===== src/rtl/hkr_pkg.sv =====
package hkr_pkg;

  localparam int ADDR_W = 8;
  localparam int DATA_W = 8;
  localparam int BIT_W  = $clog2(DATA_W);

  // register addresses: decoded by the clock generator's software
  localparam logic [ADDR_W-1:0] A_PLLEN = 8'h08;
  localparam logic [ADDR_W-1:0] A_BYP   = 8'h09;
  localparam logic [ADDR_W-1:0] A_SRC   = 8'h11;
  localparam logic [ADDR_W-1:0] A_FB    = 8'h12;
  localparam logic [ADDR_W-1:0] A_REDIR = 8'h1B;

  localparam logic [31:0] CHIP_ID = 32'h0004_5611;

  // command byte mode bits
  localparam int CMD_WR_BIT = 7;
  localparam int CMD_RD_BIT = 6;

  typedef enum logic [1:0] {PH_CMD, PH_ADDR, PH_DATA} phase_t;

  typedef struct packed {
    logic       pll_en;
    logic       dco_en;
    logic       bypass;
    logic [2:0] div0;
    logic [2:0] div90;
    logic [4:0] fbdiv;
    logic [2:0] redir;
  } clkctl_t;

  function automatic clkctl_t cfg_reset();
    clkctl_t c;
    c.pll_en = 1'b0;
    c.dco_en = 1'b1;
    c.bypass = 1'b1;
    c.div0   = 3'd4;
    c.div90  = 3'd0;
    c.fbdiv  = 5'h12;
    c.redir  = 3'd0;
    return c;
  endfunction

  function automatic logic [ADDR_W-1:0] addr_inc(input logic [ADDR_W-1:0] a);
    return a + ADDR_W'(1);
  endfunction

  // identifier byte, high byte at the lowest address
  function automatic logic [DATA_W-1:0] id_byte(input logic [1:0] idx);
    logic [DATA_W-1:0] r;
    case (idx)
      2'd0:    r = CHIP_ID[31:24];
      2'd1:    r = CHIP_ID[23:16];
      2'd2:    r = CHIP_ID[15:8];
      default: r = CHIP_ID[7:0];
    endcase
    return r;
  endfunction

  function automatic logic [DATA_W-1:0] read_map(input logic [ADDR_W-1:0] a,
                                                  input clkctl_t c);
    logic [DATA_W-1:0] r;
    r = '0;
    case (a)
      8'h04, 8'h05, 8'h06, 8'h07: r = id_byte(a[1:0]);
      A_PLLEN: r = {6'd0, c.dco_en, c.pll_en};
      A_BYP:   r = {7'd0, c.bypass};
      A_SRC:   r = {2'd0, c.div90, c.div0};
      A_FB:    r = {3'd0, c.fbdiv};
      A_REDIR: r = {5'd0, c.redir};
      default: r = '0;
    endcase
    return r;
  endfunction

  function automatic clkctl_t apply_write(input clkctl_t c,
                                          input logic [ADDR_W-1:0] a,
                                          input logic [DATA_W-1:0] d);
    clkctl_t n;
    n = c;
    case (a)
      A_PLLEN: begin n.pll_en = d[0]; n.dco_en = d[1]; end
      A_BYP:   n.bypass = d[0];
      A_SRC:   begin n.div0 = d[2:0]; n.div90 = d[5:3]; end
      A_FB:    n.fbdiv = d[4:0];
      A_REDIR: n.redir = d[2:0];
      default: ;
    endcase
    return n;
  endfunction

endpackage


===== src/rtl/hkr_sync.sv =====
module hkr_sync #(
  parameter int               WIDTH   = 3,
  parameter int               STAGES  = 2,
  parameter logic [WIDTH-1:0] RST_VAL = '0
) (
  input  logic             clk,
  input  logic             rst_n,
  input  logic [WIDTH-1:0] d,
  output logic [WIDTH-1:0] q
);

  localparam int CHAIN_W = WIDTH * STAGES;

  logic [CHAIN_W-1:0] chain;

  generate
    if (STAGES == 1) begin : g_single
      always_ff @(posedge clk or negedge rst_n) begin
        if (!rst_n) chain <= RST_VAL;
        else        chain <= d;
      end
    end else begin : g_multi
      always_ff @(posedge clk or negedge rst_n) begin
        if (!rst_n) chain <= {STAGES{RST_VAL}};
        else        chain <= {chain[CHAIN_W-WIDTH-1:0], d};
      end
    end
  endgenerate

  assign q = chain[CHAIN_W-1 -: WIDTH];

endmodule


===== src/rtl/hkr_spi_frame.sv =====
module hkr_spi_frame
  import hkr_pkg::*;
(
  input  logic              clk,
  input  logic              rst_n,
  input  logic              sck_s,
  input  logic              csn_s,
  input  logic              mosi_s,
  input  logic [DATA_W-1:0] rd_data,
  output logic [ADDR_W-1:0] rd_addr,
  output logic              wr_fire,
  output logic [ADDR_W-1:0] wr_addr,
  output logic [DATA_W-1:0] wr_data,
  output logic              miso
);

  phase_t             phase;
  logic               sck_d;
  logic [BIT_W-1:0]   bit_cnt;
  logic [DATA_W-2:0]  rx;
  logic [DATA_W-1:0]  rx_byte;
  logic [DATA_W-1:0]  tx;
  logic [ADDR_W-1:0]  addr;
  logic               mode_wr;
  logic               mode_rd;
  logic               sck_rise;
  logic               sck_fall;
  logic               byte_done;

  assign sck_rise  = sck_s & ~sck_d & ~csn_s;
  assign sck_fall  = ~sck_s & sck_d & ~csn_s;
  assign rx_byte   = {rx, mosi_s};
  assign byte_done = sck_rise && (bit_cnt == BIT_W'(DATA_W - 1));

  assign wr_fire = byte_done && (phase == PH_DATA) && mode_wr;
  assign wr_addr = addr;
  assign wr_data = rx_byte;

  // address whose contents load the shifter at the end of the current byte
  assign rd_addr = (phase == PH_ADDR) ? rx_byte : addr_inc(addr);

  assign miso = mode_rd & tx[DATA_W-1];

  always_ff @(posedge clk or negedge rst_n) begin
    if (!rst_n) begin
      sck_d   <= 1'b0;
      phase   <= PH_CMD;
      bit_cnt <= '0;
      rx      <= '0;
      tx      <= '0;
      addr    <= '0;
      mode_wr <= 1'b0;
      mode_rd <= 1'b0;
    end else begin
      sck_d <= sck_s;
      if (csn_s) begin
        phase   <= PH_CMD;
        bit_cnt <= '0;
        tx      <= '0;
        mode_wr <= 1'b0;
        mode_rd <= 1'b0;
      end else begin
        if (sck_rise) begin
          bit_cnt <= bit_cnt + BIT_W'(1);
          rx      <= rx_byte[DATA_W-2:0];
        end
        if (byte_done) begin
          case (phase)
            PH_CMD: begin
              mode_wr <= rx_byte[CMD_WR_BIT];
              mode_rd <= rx_byte[CMD_RD_BIT];
              phase   <= PH_ADDR;
            end
            PH_ADDR: begin
              addr  <= rx_byte;
              tx    <= rd_data;
              phase <= PH_DATA;
            end
            default: begin
              addr <= addr_inc(addr);
              tx   <= rd_data;
            end
          endcase
        end else if (sck_fall && (bit_cnt != '0)) begin
          tx <= {tx[DATA_W-2:0], 1'b0};
        end
      end
    end
  end

endmodule


===== src/rtl/hkr_regfile.sv =====
module hkr_regfile
  import hkr_pkg::*;
(
  input  logic              clk,
  input  logic              rst_n,
  input  logic [ADDR_W-1:0] bd_addr,
  input  logic [DATA_W-1:0] bd_wdata,
  input  logic              bd_we,
  input  logic              spi_we,
  input  logic [ADDR_W-1:0] spi_waddr,
  input  logic [DATA_W-1:0] spi_wdata,
  input  logic [ADDR_W-1:0] spi_raddr,
  output logic [DATA_W-1:0] spi_rdata,
  output logic [DATA_W-1:0] bd_rdata,
  output clkctl_t           cfg
);

  clkctl_t cfg_next;

  // back-door applied first, SPI second: SPI data survives a collision
  always_comb begin
    cfg_next = cfg;
    if (bd_we)  cfg_next = apply_write(cfg_next, bd_addr, bd_wdata);
    if (spi_we) cfg_next = apply_write(cfg_next, spi_waddr, spi_wdata);
  end

  always_ff @(posedge clk or negedge rst_n) begin
    if (!rst_n) cfg <= cfg_reset();
    else        cfg <= cfg_next;
  end

  assign bd_rdata  = read_map(bd_addr, cfg);
  assign spi_rdata = read_map(spi_raddr, cfg);

endmodule


===== src/rtl/hk_spi_regbank.sv =====
module hk_spi_regbank
  import hkr_pkg::*;
#(
  parameter int SYNC_STAGES = 2
) (
  input  logic        clk,
  input  logic        rst_n,
  input  logic        spi_sck,
  input  logic        spi_csn,
  input  logic        spi_mosi,
  output logic        spi_miso,
  input  logic [7:0]  bd_addr,
  input  logic [7:0]  bd_wdata,
  input  logic        bd_we,
  output logic [7:0]  bd_rdata,
  output logic        pll_en,
  output logic        dco_en,
  output logic        pll_bypass,
  output logic [2:0]  div_ph0,
  output logic [2:0]  div_ph90,
  output logic [4:0]  fb_div,
  output logic [2:0]  clk_redirect
);

  logic [2:0]        pins_sync;
  logic              csn_sync;
  logic              sck_sync;
  logic              mosi_sync;
  logic              spi_wr_fire;
  logic [ADDR_W-1:0] spi_wr_addr;
  logic [DATA_W-1:0] spi_wr_data;
  logic [ADDR_W-1:0] spi_rd_addr;
  logic [DATA_W-1:0] spi_rd_data;
  clkctl_t           cfg;

  hkr_sync #(
    .WIDTH   (3),
    .STAGES  (SYNC_STAGES),
    .RST_VAL (3'b100)
  ) u_sync (
    .clk   (clk),
    .rst_n (rst_n),
    .d     ({spi_csn, spi_sck, spi_mosi}),
    .q     (pins_sync)
  );

  assign csn_sync  = pins_sync[2];
  assign sck_sync  = pins_sync[1];
  assign mosi_sync = pins_sync[0];

  hkr_spi_frame u_frame (
    .clk     (clk),
    .rst_n   (rst_n),
    .sck_s   (sck_sync),
    .csn_s   (csn_sync),
    .mosi_s  (mosi_sync),
    .rd_data (spi_rd_data),
    .rd_addr (spi_rd_addr),
    .wr_fire (spi_wr_fire),
    .wr_addr (spi_wr_addr),
    .wr_data (spi_wr_data),
    .miso    (spi_miso)
  );

  hkr_regfile u_regs (
    .clk       (clk),
    .rst_n     (rst_n),
    .bd_addr   (bd_addr),
    .bd_wdata  (bd_wdata),
    .bd_we     (bd_we),
    .spi_we    (spi_wr_fire),
    .spi_waddr (spi_wr_addr),
    .spi_wdata (spi_wr_data),
    .spi_raddr (spi_rd_addr),
    .spi_rdata (spi_rd_data),
    .bd_rdata  (bd_rdata),
    .cfg       (cfg)
  );

  assign pll_en       = cfg.pll_en;
  assign dco_en       = cfg.dco_en;
  assign pll_bypass   = cfg.bypass;
  assign div_ph0      = cfg.div0;
  assign div_ph90     = cfg.div90;
  assign fb_div       = cfg.fbdiv;
  assign clk_redirect = cfg.redir;

endmodule


===== config.mk =====
export PLATFORM = sky130hd
export DESIGN_NAME = hk_spi_regbank
export DESIGN_NICKNAME = d
export VERILOG_FILES = /design/src/rtl/hkr_pkg.sv /design/src/rtl/hkr_sync.sv /design/src/rtl/hkr_spi_frame.sv /design/src/rtl/hkr_regfile.sv /design/src/rtl/hk_spi_regbank.sv
export SDC_FILE = /design/constraint.sdc
export NUM_CORES = 1
export LEC_CHECK = 0
export BUFFER_PORTS_ARGS = -buffer_cell sky130_fd_sc_hd__clkbuf_2
export CAP_MARGIN = 20
export CELL_PAD_IN_SITES_DETAIL_PLACEMENT = 1
export CELL_PAD_IN_SITES_GLOBAL_PLACEMENT = 1
export CORE_ASPECT_RATIO = 1.75
export CORE_MARGIN = 1.5
export CORE_UTILIZATION = 48
export DETAILED_ROUTE_END_ITERATION = 12
export PLACE_DENSITY = 0.86
export SLEW_MARGIN = 40
export SYNTH_ARGS = -nofsm -noshare
export SYNTH_HDL_FRONTEND = slang
export SYNTH_SLANG_ARGS = --single-unit

===== constraint.sdc =====
create_clock -name clk -period 5.6 [get_ports clk]
set_input_delay 1.68 -clock clk [delete_from_list [all_inputs] [get_ports clk]]
set_output_delay 1.68 -clock clk [all_outputs]
set_load 0.02 [all_outputs]

==> flow_summary_export.csv <==
group,metric,value,unit
status,status,"completed",
power_and_ir_drop,switching_share,28.6,%
sta,fin_skew,8.36,ps
cts,insertion_delay,310,ps
sta,tns,0,ps
synthesis,yosysSeqAreaShare,40.5,%
critical_path,crit_path_end_kind,"output port",
power_and_ir_drop,pwr-share-comb,9.7,%
synthesis,synth_cell_types,63,
sta,layout_min_cycle_time,4830,ps
final_layout,area_growth,12.5,%
final_layout,diodes,0,
final_layout,final_layout_size_suffix_gt1_share,23.0,%
synthesis,syn-cell-area,3360,um^2
power_and_ir_drop,p_int,0.624,mW
hold_path,hold_depth,0,
synthesis,synthFlopType,"dfrtp_1",
synthesis,yosys_warnings,0,
cts,cts_tree,"built",
placed_design,dpl_cell_area,3620,um^2
critical_path,critPathKind,"input port to output port",
power_and_ir_drop,power_leakage,1.71,nW
sta,tightestPinTransition,745,ps
sta,slew_violations,0,
routing,wire_per_inst,20.8,um
cts,cts-htree-levels,2,
global_routing,track_usage,28.1,%
global_routing,grt_pass1_vias,3150,
cts,cts_buffers,5,
critical_path,r2r_slack,2170,ps
synthesis,postSynthCellCount,353,
cts,root_buffer,"clkbuf_16",
power_and_ir_drop,power_frac_clock,36.3,%
global_routing,grt_max_degree,55,
cts,post_cts_resized,0,
critical_path,crit_required,3920,ps
final_layout,final_nets,431,
routing,dr.pass1.iters,4,
placed_design,hpwl,7430,um
floorplan,rows,40,
critical_path,r2r_cells,10,
synthesis,avgSynthCellArea,9.51,um^2
placed_design,place_congestion,0.901,
sta,finalSetupViolations,0,
synthesis,yosys_register_bits,54,
critical_path,worstPathArrival,3150,ps
cts,cts.sinks,54,
final_layout,final_core_util,55.5,%
routing,routed_wl,9920,um
final_layout,postLayoutCellArea,3770,um^2
routing,vias,2975,
routing,drc_errors,0,
power_and_ir_drop,p_sw,0.250,mW
routing,via_per_inst,6.25,
flow_run,maxCapViolCount,0,
routing,ant_nets,0,
hold_path,hold_path_class,"flip-flop to flip-flop",
floorplan,pin_count,48,
global_routing,gr-total-overflow,0,
floorplan,fp.dieH,114,um
routing,drtIter0Drc,130,
cts,cts-hold-fix-buffers,0,
floorplan,dieArea,7520,um^2
cts,post_cts.repair.setup_buffers,0,
final_layout,filler_cell_count,826,
sta,period_share,86.2,%
synthesis,synth_edf_count,0,
power_and_ir_drop,p_seq_share,54.0,%
floorplan,die_x,66.2,um
sta,max_freq,207,MHz
sta,timing.slew.headroom,50.3,%
global_routing,antenna_found_initial,0,
floorplan,core_area,6810,um^2
critical_path,start_kind,"input port",
global_routing,grt_pass1_wl,15800,um
critical_path,cp_max_fo,4,
sta,hold_viol,0,
floorplan,start_util,49.3,%
placed_design,io_buffers,44,
synthesis,synthArstFlopShare,100,%
power_and_ir_drop,powerDensity,232,nW/um^2
sta,rsz0062_at_grt,"false",
power_and_ir_drop,ir_worst_vdd,0.121,mV
critical_path,reg2reg_to,"u_frame.tx[4]",
cts,clk_path_buf_depth,2,
critical_path,r2r-start,"u_frame.phase[1]",
cts,clkTransAtPathRegs,70,ps
hold_path,hold_end,"u_sync.chain[3]",
synthesis,synth_fp_nets,393,
hold_path,min_from,"u_sync.chain[0]",
==> sequential cells by signal, indices dropped and copies added (netlist names) <==
register,cells
u_frame.bit_cnt,3
u_frame.mode_rd,1
u_frame.mode_wr,1
u_frame.phase,2
u_frame.rx,7
u_frame.sck_d,1
u_frame.tx,8
u_frame.wr_addr,8
u_regs.cfg,17
u_sync.chain,6
==> worst max-delay path, stage by stage <==
cell,delay [ps]
clkbuf_2,90
nor4_1,470
nor4bb_1,450
nand2_1,160
nand3_1,120
clkbuf_2,170
==> metal layers <==
layer | vias to the layer above | track usage (%) | wire (um)
met1 | 1491 | 28.7 | 3620
met4 | 0 | 15.8 | 470
met2 | 80 | 52.1 | 5540
met3 | 32 | 4.14 | 290
li1 | 1372 | - | -
met5 | - | 0 | 0
==> cell families after synthesis <==
kind of cell | count (synthesis) | share of synthesized area [%]
other | 1 | 0.112
adder cells (fa/ha/maj) | 18 | 6.71
XOR/XNOR | 2 | 0.522
AND/OR/NAND/NOR | 131 | 21.3
flip-flops | 54 | 40.5
multiplexers | 30 | 9.40
AO/OA/AOI/OAI | 90 | 17.9
buffers and inverters | 27 | 3.58
==> layout by cell type, fill, tap and decap left out, drive strengths merged, types with 4 or more instances in the layout <==
cell    netlist  final
clkbuf        8     49
nand2        47     47
dfrtp        47     47
o21ai        32     32
mux2i        18     18
ha           18     18
a21oi        17     17
nor2         15     15
nand3        14     14
inv          12     12
mux2         12     12
a22oi         8      8
dfstp         7      7
and3          7      7
nor3          6      6
and2          6      6
a22o          5      5
nor4          5      5
nand2b        4      4
nand4         4      4
nand3b        4      4
a32oi         4      4
o22ai         4      4
==> power by group through the flow <==
stage	Clock, mW	Sequential, mW	Combinational (mW)
4_1_cts	0.322	0.471	0.0862
3_3_place_gp	0	0.478	0.0802
6_report	0.318	0.472	0.0846
2_1_floorplan	0	0.460	0.0455
3_5_place_dp	0	0.478	0.0848
5_1_grt	0.336	0.475	0.0926
==> synth_stat cells, types with 2 or more instances <==
master     n  area share, %
o22a_1     2           0.52
o31ai_1    2           0.45
o21ai_0   30            4.5
or3_1      2           0.37
and3_1     6            1.1
nand4_1    4           0.75
nand3_1   14            2.1
nand2b_1   4           0.75
and2_1     5           0.93
ha_1      18            6.7
a211oi_2   2           0.75
mux2i_1   18            5.4
dfrtp_1   47             35
nor2b_1    2           0.37
buf_2      3           0.45
a21oi_1   16            2.4
xnor2_1    2           0.52
nand2_1   47            5.3
o22ai_1    4           0.75
and4b_1    3           0.89
a32oi_1    4            1.0
nor4_1     4           0.75
dfstp_2    7            5.5
a22o_1     5            1.3
nor3_1     6           0.89
buf_4      2           0.45
mux2_2    12            4.0
o221ai_1   2           0.52
nor4bb_1   2           0.60
nand3b_1   4           0.89
clkbuf_1   8           0.89
inv_1     12            1.3
and4_1     2           0.52
nor2_1    15            1.7
a22oi_1    8            1.8
a41oi_1    2           0.52
==> worst max path at each step <==
stage | slack, ps | from | endpoint | cells past startpoint
global placement | 880 | bd_addr[3] | bd_rdata[4] | 6
floorplan | 1160 | bd_addr[3] | bd_rdata[0] | 5
global route | 680 | bd_addr[3] | bd_rdata[4] | 6
CTS | 820 | bd_addr[3] | bd_rdata[4] | 6
detailed placement | 830 | bd_addr[3] | bd_rdata[4] | 6
finish | 770 | bd_addr[3] | bd_rdata[4] | 6
==> cell type report <==
| class | count | area, um^2 | area share, % |
|---|---|---|---|
| Inverter | 12 | 45.0 | 1.19 |
| Multi-Input combinational cell | 272 | 1880 | 49.9 |
| Clock buffer | 5 | 125 | 3.31 |
| Tap cell | 84 | 105 | 2.78 |
| Clock inverter | 3 | 21.3 | 0.563 |
| Timing Repair Buffer | 46 | 235 | 6.23 |
| Sequential cell | 54 | 1360 | 36.0 |
==> metrics by stage <==
stage | hold WS [ps] | std cells | power (mW) | worst slack, ps
after CTS | 353 | 476 | 0.880 | 821
after global placement | 336 | 468 | 0.558 | 883
after floorplan | 331 | 353 | 0.505 | 1160
final | 350 | 476 | 0.874 | 771
after detailed placement | 336 | 468 | 0.563 | 825
after global routing | 363 | 476 | 0.903 | 682
No activity file was read; power rests on OpenSTA's default activity.
